===== src/rtl/gpio_sense_pkg.sv =====
package gpio_sense_pkg;

  localparam int unsigned GPIO_PINS = 16;

  typedef enum logic [2:0] {
    SENSE_LVL_HI = 3'd0,
    SENSE_LVL_LO = 3'd1,
    SENSE_RISE   = 3'd2,
    SENSE_FALL   = 3'd3,
    SENSE_ANY    = 3'd4
  } sense_mode_e;

  // Collapse the three per-pin configuration bits into one mode.
  function automatic sense_mode_e sense_decode(logic edge_b, logic both_b, logic polar_b);
    if (!edge_b)     return polar_b ? SENSE_LVL_LO : SENSE_LVL_HI;
    else if (both_b) return SENSE_ANY;
    else             return polar_b ? SENSE_FALL : SENSE_RISE;
  endfunction

  // Next state bit for an accepted pin, given old and new level.
  function automatic logic sense_eval(sense_mode_e mode, logic old_b, logic new_b);
    case (mode)
      SENSE_LVL_HI: return new_b;
      SENSE_LVL_LO: return ~new_b;
      SENSE_RISE:   return ~old_b & new_b;
      SENSE_FALL:   return old_b & ~new_b;
      SENSE_ANY:    return old_b ^ new_b;
      default:      return 1'b0;
    endcase
  endfunction

endpackage


===== src/rtl/gpio_pin_sync.sv =====
module gpio_pin_sync #(
  parameter int unsigned W      = 16,
  parameter int unsigned STAGES = 2
) (
  input  logic         clk,
  input  logic         rst_n,
  input  logic [W-1:0] raw_i,
  output logic [W-1:0] sync_o
);

  generate
    if (STAGES == 0) begin : g_bypass
      assign sync_o = raw_i;
    end else begin : g_chain
      logic [W-1:0] stage_q [STAGES];

      always_ff @(posedge clk or negedge rst_n) begin
        if (!rst_n) begin
          for (int s = 0; s < STAGES; s++) stage_q[s] <= '0;
        end else begin
          stage_q[0] <= raw_i;
          for (int s = 1; s < STAGES; s++) stage_q[s] <= stage_q[s-1];
        end
      end

      assign sync_o = stage_q[STAGES-1];
    end
  endgenerate

endmodule


===== src/rtl/gpio_sense_core.sv =====
module gpio_sense_core
  import gpio_sense_pkg::*;
#(
  parameter int unsigned W = 16
) (
  input  logic         clk,
  input  logic         rst_n,
  input  logic [W-1:0] lvl_i,
  input  logic [W-1:0] dir_i,
  input  logic [W-1:0] inen_i,
  input  logic [W-1:0] polar_i,
  input  logic [W-1:0] edge_i,
  input  logic [W-1:0] both_i,
  input  logic [W-1:0] data_i,
  output logic [W-1:0] data_o,
  output logic [W-1:0] state_o
);

  generate
    for (genvar p = 0; p < W; p++) begin : g_pin
      sense_mode_e mode;
      logic        accept;
      logic        st_q;

      assign mode   = sense_decode(edge_i[p], both_i[p], polar_i[p]);
      assign accept = ~dir_i[p] & inen_i[p];

      // The stored data bit is the old level; the sampled pin is the new one.
      assign data_o[p] = accept ? lvl_i[p] : data_i[p];

      always_ff @(posedge clk or negedge rst_n) begin
        if (!rst_n) begin
          st_q <= 1'b0;
        end else if (accept) begin
          st_q <= sense_eval(mode, data_i[p], lvl_i[p]);
        end else if (edge_i[p]) begin
          st_q <= 1'b0;
        end
      end

      assign state_o[p] = st_q;
    end
  endgenerate

endmodule


===== src/rtl/gpio_irq_merge.sv =====
module gpio_irq_merge #(
  parameter int unsigned W = 16
) (
  input  logic [W-1:0] state_i,
  input  logic [W-1:0] mask_a_i,
  input  logic [W-1:0] mask_b_i,
  output logic         irq_a_o,
  output logic         irq_b_o
);

  // Left combinational so a mask write is seen without a clock edge.
  assign irq_a_o = |(state_i & mask_a_i);
  assign irq_b_o = |(state_i & mask_b_i);

endmodule


===== src/rtl/gpio_irq_sense.sv =====
module gpio_irq_sense
  import gpio_sense_pkg::*;
#(
  parameter int unsigned PINS        = GPIO_PINS,
  parameter int unsigned SYNC_STAGES = 2
) (
  input  logic            clk,
  input  logic            rst_n,
  input  logic [PINS-1:0] pin_i,
  input  logic [PINS-1:0] dir_i,
  input  logic [PINS-1:0] inen_i,
  input  logic [PINS-1:0] polar_i,
  input  logic [PINS-1:0] edge_i,
  input  logic [PINS-1:0] both_i,
  input  logic [PINS-1:0] mask_a_i,
  input  logic [PINS-1:0] mask_b_i,
  input  logic [PINS-1:0] data_i,
  output logic [PINS-1:0] data_o,
  output logic [PINS-1:0] irq_state_o,
  output logic            irq_a_o,
  output logic            irq_b_o
);

  logic [PINS-1:0] lvl_sync;

  gpio_pin_sync #(.W(PINS), .STAGES(SYNC_STAGES)) u_sync (
    .clk    (clk),
    .rst_n  (rst_n),
    .raw_i  (pin_i),
    .sync_o (lvl_sync)
  );

  gpio_sense_core #(.W(PINS)) u_core (
    .clk     (clk),
    .rst_n   (rst_n),
    .lvl_i   (lvl_sync),
    .dir_i   (dir_i),
    .inen_i  (inen_i),
    .polar_i (polar_i),
    .edge_i  (edge_i),
    .both_i  (both_i),
    .data_i  (data_i),
    .data_o  (data_o),
    .state_o (irq_state_o)
  );

  gpio_irq_merge #(.W(PINS)) u_merge (
    .state_i  (irq_state_o),
    .mask_a_i (mask_a_i),
    .mask_b_i (mask_b_i),
    .irq_a_o  (irq_a_o),
    .irq_b_o  (irq_b_o)
  );

endmodule


===== config.mk =====
export PLATFORM = sky130hd
export DESIGN_NAME = gpio_irq_sense
export DESIGN_NICKNAME = d
export VERILOG_FILES = /design/src/rtl/gpio_sense_pkg.sv /design/src/rtl/gpio_pin_sync.sv /design/src/rtl/gpio_sense_core.sv /design/src/rtl/gpio_irq_merge.sv /design/src/rtl/gpio_irq_sense.sv
export SDC_FILE = /design/constraint.sdc
export NUM_CORES = 1
export LEC_CHECK = 0
export ABC_AREA = 1
export BUFFER_PORTS_ARGS = -buffer_cell sky130_fd_sc_hd__buf_2
export CORE_MARGIN = 2
export CORE_UTILIZATION = 46
export DETAILED_ROUTE_END_ITERATION = 16
export GPL_ROUTABILITY_DRIVEN = 0
export PLACE_DENSITY = 0.8
export REMOVE_ABC_BUFFERS = 1
export SLEW_MARGIN = 20
export SYNTH_ARGS = -nofsm -noshare
export SYNTH_HDL_FRONTEND = slang
export SYNTH_SLANG_ARGS = --single-unit
export TNS_END_PERCENT = 20

===== constraint.sdc =====
create_clock -name clk -period 1.3 [get_ports clk]
set_input_delay 0.195 -clock clk [delete_from_list [all_inputs] [get_ports clk]]
set_output_delay 0.195 -clock clk [all_outputs]
set_load 0.01 [all_outputs]

Word level (Yosys, flattened, before mapping):

Index checks and enable logic that the tools add are counted.

* latch bits: 0
* memories kept: 0
* bits in writable memories: 0
* output and inout bits: 34
* register bits: 48
* ROM bits: 0

* magnitude comparators: 0
* shift-type cells: 0
* $mul: 0
* add/sub/neg operators: 0
* div/mod/pow operators: 0
* reduce and logical (&&, ||, !) cells: 34
* bitwise logic cells: 114
* equality and inequality tests: 64
* muxes and demuxes: 128

Operators with widths (count)
* $eq A3 B2 Y1 const B: 32
* $mux W3: 32
* $mux W1: 80
* $pmux W1 S5: 16
* $and A1 B1 Y1: 48
* $eq A3 B1 Y1 const B: 16
* $eq A3 B3 Y1 const B: 16
* $logic_not A3 Y1: 16
* $not A1 Y1: 48
* $and A16 B16 Y16: 2
* $reduce_bool A2 Y1: 16
* $reduce_or A16 Y1: 2
* $xor A1 B1 Y1: 16

Logic depth before layout (Yosys ltp):

* word-level depth: 6
* depth in mapped cells: 7
* mapped depth without buffers: 7

Modules after synthesis:

From an unflattened synthesis, not the netlist that was laid out.

* cell total of the unflattened synthesis: 566
* area total of the unflattened synthesis: 3711.1 um2

By module, submodules not included
* gpio_sense_core: times used 1, area an instance 2522.4 um2, seq. area each 400.4 um2, cells each 448
* gpio_pin_sync: times used 1, area an instance 920.9 um2, seq. area each 800.8 um2, cells each 48
* gpio_irq_merge: times used 1, area an instance 267.8 um2, seq. area each 0.0 um2, cells each 70

Worst setup path before layout:

OpenSTA, ideal clock, no wires.

* path kind: flip-flop to flip-flop
* start: register u_sync.g_chain.stage_q, in the netlist u_sync.sync_o[0]
* end: register u_core.g_pin[0].st_q
* setup time: 0.073 ns
* path slack: 0.280 ns
* period minus slack after synthesis: 1.020 ns
* cell stages (with the launch flop): 7
* buffers on the path: 0
* arrival time: 0.947 ns
* required time: 1.227 ns
* cell sequence: dfrtp_1 > ha_1 > nand2_1 > inv_1 > nor2_1 > nand2_1 > a21oi_2

* cells in the longest elaborated chain, start to end: 4
* elaborated cells between the ends (all ways): 6
* those cells by class: mux: 2; bitwise: 4

Ends and longest elaborated chain
* from (decl): line gpio_pin_sync.sv:15 `logic [W-1:0] stage_q [STAGES];`
* $not A1 Y1: line gpio_sense_pkg.sv:24, gpio_sense_pkg.sv:26
* $and A1 B1 Y1: line gpio_sense_pkg.sv:26 `SENSE_FALL: return old_b & ~new_b;`
* $pmux W1 S5 (*): line gpio_sense_pkg.sv:22 `case (mode)`
* $mux W1 (*): line gpio_sense_core.sv:34 `end else if (accept) begin`
* to (signal assigned): line gpio_sense_core.sv:35 `st_q <= sense_eval(mode, data_i[p], lvl_i[p]);`
* to (decl): line gpio_sense_core.sv:23 `logic st_q;`

Every way passes the cells marked *; elsewhere a longest branch is shown, timed or not.
A chain may end at the register's enable or synchronous reset.

Worst setup path after layout:

* start: register u_core.g_pin[6].st_q
* end: output irq_b_o

* cells in the longest elaborated chain, start to end: 2

Ends and longest elaborated chain
* from (decl): line gpio_sense_core.sv:23
* from (signal assigned): line gpio_sense_core.sv:35
* $and A16 B16 Y16: line gpio_irq_merge.sv:13 `assign irq_b_o = |(state_i & mask_b_i);`
* $reduce_or A16 Y1: line gpio_irq_merge.sv:13
* to (decl): line gpio_irq_sense.sv:21 `output logic irq_b_o`

Every way passes these cells.

==> out/qor.txt <==
OUTCOME
----------------------------------------------------------------------------------
Result of the run ................................................... finished, violations left
Failing checks ...................................................... setup timing

SETUP PATH
----------------------------------------------------------------------------------
Highest cell delay on the worst timing path .........................      0.41 ns
Minimum setup slack among reg-to-reg paths ..........................      0.13 ns
Number of cells traversed by the worst register-to-register path ....            6
Most Frequent Cell on Critical Path .................................      nand2_1
Reg2reg end ......................................................... u_core.g_pin[2].st_q
Cells traversed along the worst timing path ......................... nand2_1, nand4_1, nor2_1, nand2_1, buf_2
Arrival time of the worst setup path ................................      1.26 ns
Endpoint kind of the worst setup timing path ........................ primary output
Worst Setup Start Kind ..............................................         flop
Start-to-end type of the worst setup path ...........................      reg2out
Required time of the worst setup path ...............................      1.11 ns
Highest fanout seen on the critical path ............................            4
RR Startpoint ....................................................... u_sync.sync_o[2]
Slowest-stage cell, CP ..............................................      dfrtp_1

FLOORPLAN
----------------------------------------------------------------------------------
Number of I/O pins ..................................................          180
Core Rows ...........................................................           31
DIE AREA ............................................................   8170 sq um
Starting utilization of the core area ...............................        47.3%
Die span in y ....................................................... 90.4 microns
Core Box Area .......................................................   7250 sq um
Die extent in x ..................................................... 90.4 microns

LOGIC SYNTHESIS
----------------------------------------------------------------------------------
Avg Cell Area, Syn ..................................................   6.92 sq um
Number of flops mapped to enable cells by yosys .....................            0
Area fraction of the dominant cell type after synthesis .............        35.0%
Number of synthesized register bits .................................           48
Library cell occupying the most area in the post-synthesis netlist ..      dfrtp_1
Post-synth design cell area .........................................   3430 sq um
Yosys cell types ....................................................           14
Count of mapped cells out of synthesis ..............................          496
Top-count cell post-synth ...........................................      nand2_1
Portion of the post-synthesis area used by sequential elements ......        35.0%
Share of flip-flops with an asynchronous set or reset ...............         100%
Synthesis warning total .............................................            0
Most instantiated cells after synthesis ............................. nand2_1 (174), inv_1 (106), dfrtp_1 (48), nor2_1 (36), ha_1 (32)
Ranking of synthesized cells by area ................................ dfrtp_1 (35%), nand2_1 (19%), ha_1 (12%)
Ys flop type ........................................................      dfrtp_1

CLOCK TREE
----------------------------------------------------------------------------------
Clock net sink count ................................................           48
Worst skew pair latency .............................................      0.29 ns
Maximum clock path buffer count .....................................            2
H-tree depth ........................................................            2
Clock slew seen by the registers of the worst setup and hold paths ..      0.08 ns
TritonCTS clock tree ................................................          yes
Inserted Clock Buffers ..............................................            5
Buffer type at the clock tree root ..................................     clkbuf_8

DETAILED ROUTING
----------------------------------------------------------------------------------
Number of vias per cell after detailed routing ......................         4.56
Detailed Route Iter0 Violations .....................................           84
Number of nets with antenna violations after routing ................            0
Average wire length per cell after detail routing ................... 11.0 microns
Initial DRT Pass Iterations .........................................            4
Total wire length after detailed routing ............................ 8700 microns
DRC errors left .....................................................            0
Vias ................................................................         3596

FINISH
----------------------------------------------------------------------------------
Share of post-route cells with drive strength above 1 ...............        32.2%
Number of diodes ....................................................            0
Finished Cell Area ..................................................   4660 sq um
Signed area change from the synthesized netlist to the final layout .        35.7%
Count of nets after finishing .......................................          866

HOLD PATH
----------------------------------------------------------------------------------
Worst Hold Depth ....................................................            1
HP Class ............................................................       in2reg
Worst-case hold path end point ...................................... u_sync.g_chain.stage_q[20]
Origin of the worst min-delay path ..................................     pin_i[4]

GLOBAL ROUTE
----------------------------------------------------------------------------------
Global-route wire length before repair .............................. 14900 microns
Antenna violations before repair ....................................            0
Vias in the first global route ......................................         3576
Aggregate global routing overflow ...................................            0
Pin count of the biggest net entering global routing ................           49
GR Util All Layers ..................................................        21.8%

POWER AND IR DROP
----------------------------------------------------------------------------------
Leak pwr ............................................................      2.84 nW
Worst voltage drop across the vdd grid ..............................   0.000531 V
Power Density .......................................................  779 nW/um^2

TIMING
----------------------------------------------------------------------------------
Number of setup violations in the final report ......................            2
Max Slew Vio Count ..................................................            0
Worst Hold Margin ...................................................    0.0187 ns
Final number of hold-violating endpoints ............................            0
Setup TNS ...........................................................    -0.267 ns
Min Tclk post-route .................................................      1.45 ns
Smallest setup slack after layout ...................................    -0.154 ns
Worst slew slack as a fraction of its limit .........................        82.6%
Max frequency .......................................................      688 MHz
Skew final ..........................................................   0.00533 ns
Unrepaired setup endpoints after global routing .....................         true
Fraction of the cycle the final worst path needs ....................         112%
Worst-Margin Slew ...................................................     0.261 ns

PLACE
----------------------------------------------------------------------------------
Count of buffers from port buffering ................................          179
DP Area .............................................................   4350 sq um
Detailed placement HPWL ............................................. 7270 microns

FLOW RUN
----------------------------------------------------------------------------------
Number of maximum-capacitance constraint violations .................            0

==> timing repair <==
item,CTS,global route
hold buffers,14,2
hold endpoints to repair,61,2
pin swaps,4,9
buffers inserted,5,0
resized for setup,0,20
endpoints found under the setup margin,2,16
cloned,0,0
==> per-layer routing <==
layer	track usage, %	vias up	share of wire, %
li1	-	1852	-
met1	24.1	1605	40
met2	42.0	123	52
met3	4.09	16	5.5
met4	6.15	0	1.7
met5	0	-	0
==> critical path, delay by kind of cell (launching register included) <==
| family | cells | cell delay, ns |
|---|---|---|
| and+or+nand+nor | 4 | 0.41 |
| DFF | 1 | 0.41 |
| buffers and inverters | 1 | 0.14 |
==> metrics by stage <==
step / instances / setup slack (ns) / total power, mW / util (%)
floorplan: 480 / 0.280 / 2.16 / -
global placement: 759 / 0.147 / 2.63 / 60.0
detailed placement: 759 / 0.154 / 2.67 / 60.0
CTS: 786 / -0.165 / 3.66 / 63.8
global route: 788 / -0.259 / 3.90 / 64.2
finish: 788 / -0.154 / 3.63 / 64.2
==> placed cells by master, fill, tap and decap left out, types with 8 or more instances in the layout <==
master         synthesis  routed
buf_2                  0     178
nand2_1              174     174
inv_1                106     104
dfrtp_1               48      48
nor2_1                36      36
ha_1                  32      32
dlygate4sd3_1          0      16
o21ai_0               28      14
o21ai_1                0      12
nand2_2               10      10
nand3_1               10      10
a21oi_2               10      10
o21ai_2                6       8
nand4_1                8       8
==> sequential cells by signal, indices dropped and copies added, names as in the netlist <==
register / count
u_sync.g_chain.stage_q: 16
u_core.g_pin.st_q: 16
u_sync.sync_o: 16
==> kinds of logic (layout without fill, tap and decap cells) <==
logic type	Yosys count	in the layout	share of synthesized area (%)
simple gates	238	238	27.7
buf+inv	122	315	15.1
flops	48	48	35.0
xor+xnor	6	6	1.53
fa+ha+maj	32	32	11.7
compound gates	50	50	9.04
==> layout make-up <==
class / instances / area [sq um]
Timing Repair Buffer: 201 / 1120
Clock inverter: 1 / 7.51
Multi-Input combinational cell: 326 / 1720
Sequential cell: 48 / 1200
Clock buffer: 7 / 86.3
Fill cell: 653 / 2590
Inverter: 106 / 398
Tap cell: 99 / 124
==> power by group <==
part | leakage, nW | switching [mW] | total (mW) | internal [mW]
combinational | 2.21 | 0.560 | 1.06 | 0.498
sequential | 0.582 | 0.0690 | 1.66 | 1.59
clock | 0.0445 | 0.484 | 0.917 | 0.433
total | 2.84 | 1.11 | 3.63 | 2.52
==> how the worst max path moves through the flow <==
stage                           from                   end  slack [ns]  depth (start not counted)
2_1_floorplan       u_sync.sync_o[0]  u_core.g_pin[0].st_q        0.28                          6
3_3_place_gp    u_core.g_pin[2].st_q               irq_b_o        0.15                          5
3_5_place_dp   u_core.g_pin[14].st_q               irq_b_o        0.15                          5
4_1_cts         u_core.g_pin[5].st_q               irq_b_o       -0.17                          5
5_1_grt         u_core.g_pin[4].st_q               irq_b_o       -0.26                          5
6_report        u_core.g_pin[6].st_q               irq_b_o       -0.15                          5
(Power assumes the default switching activity.)
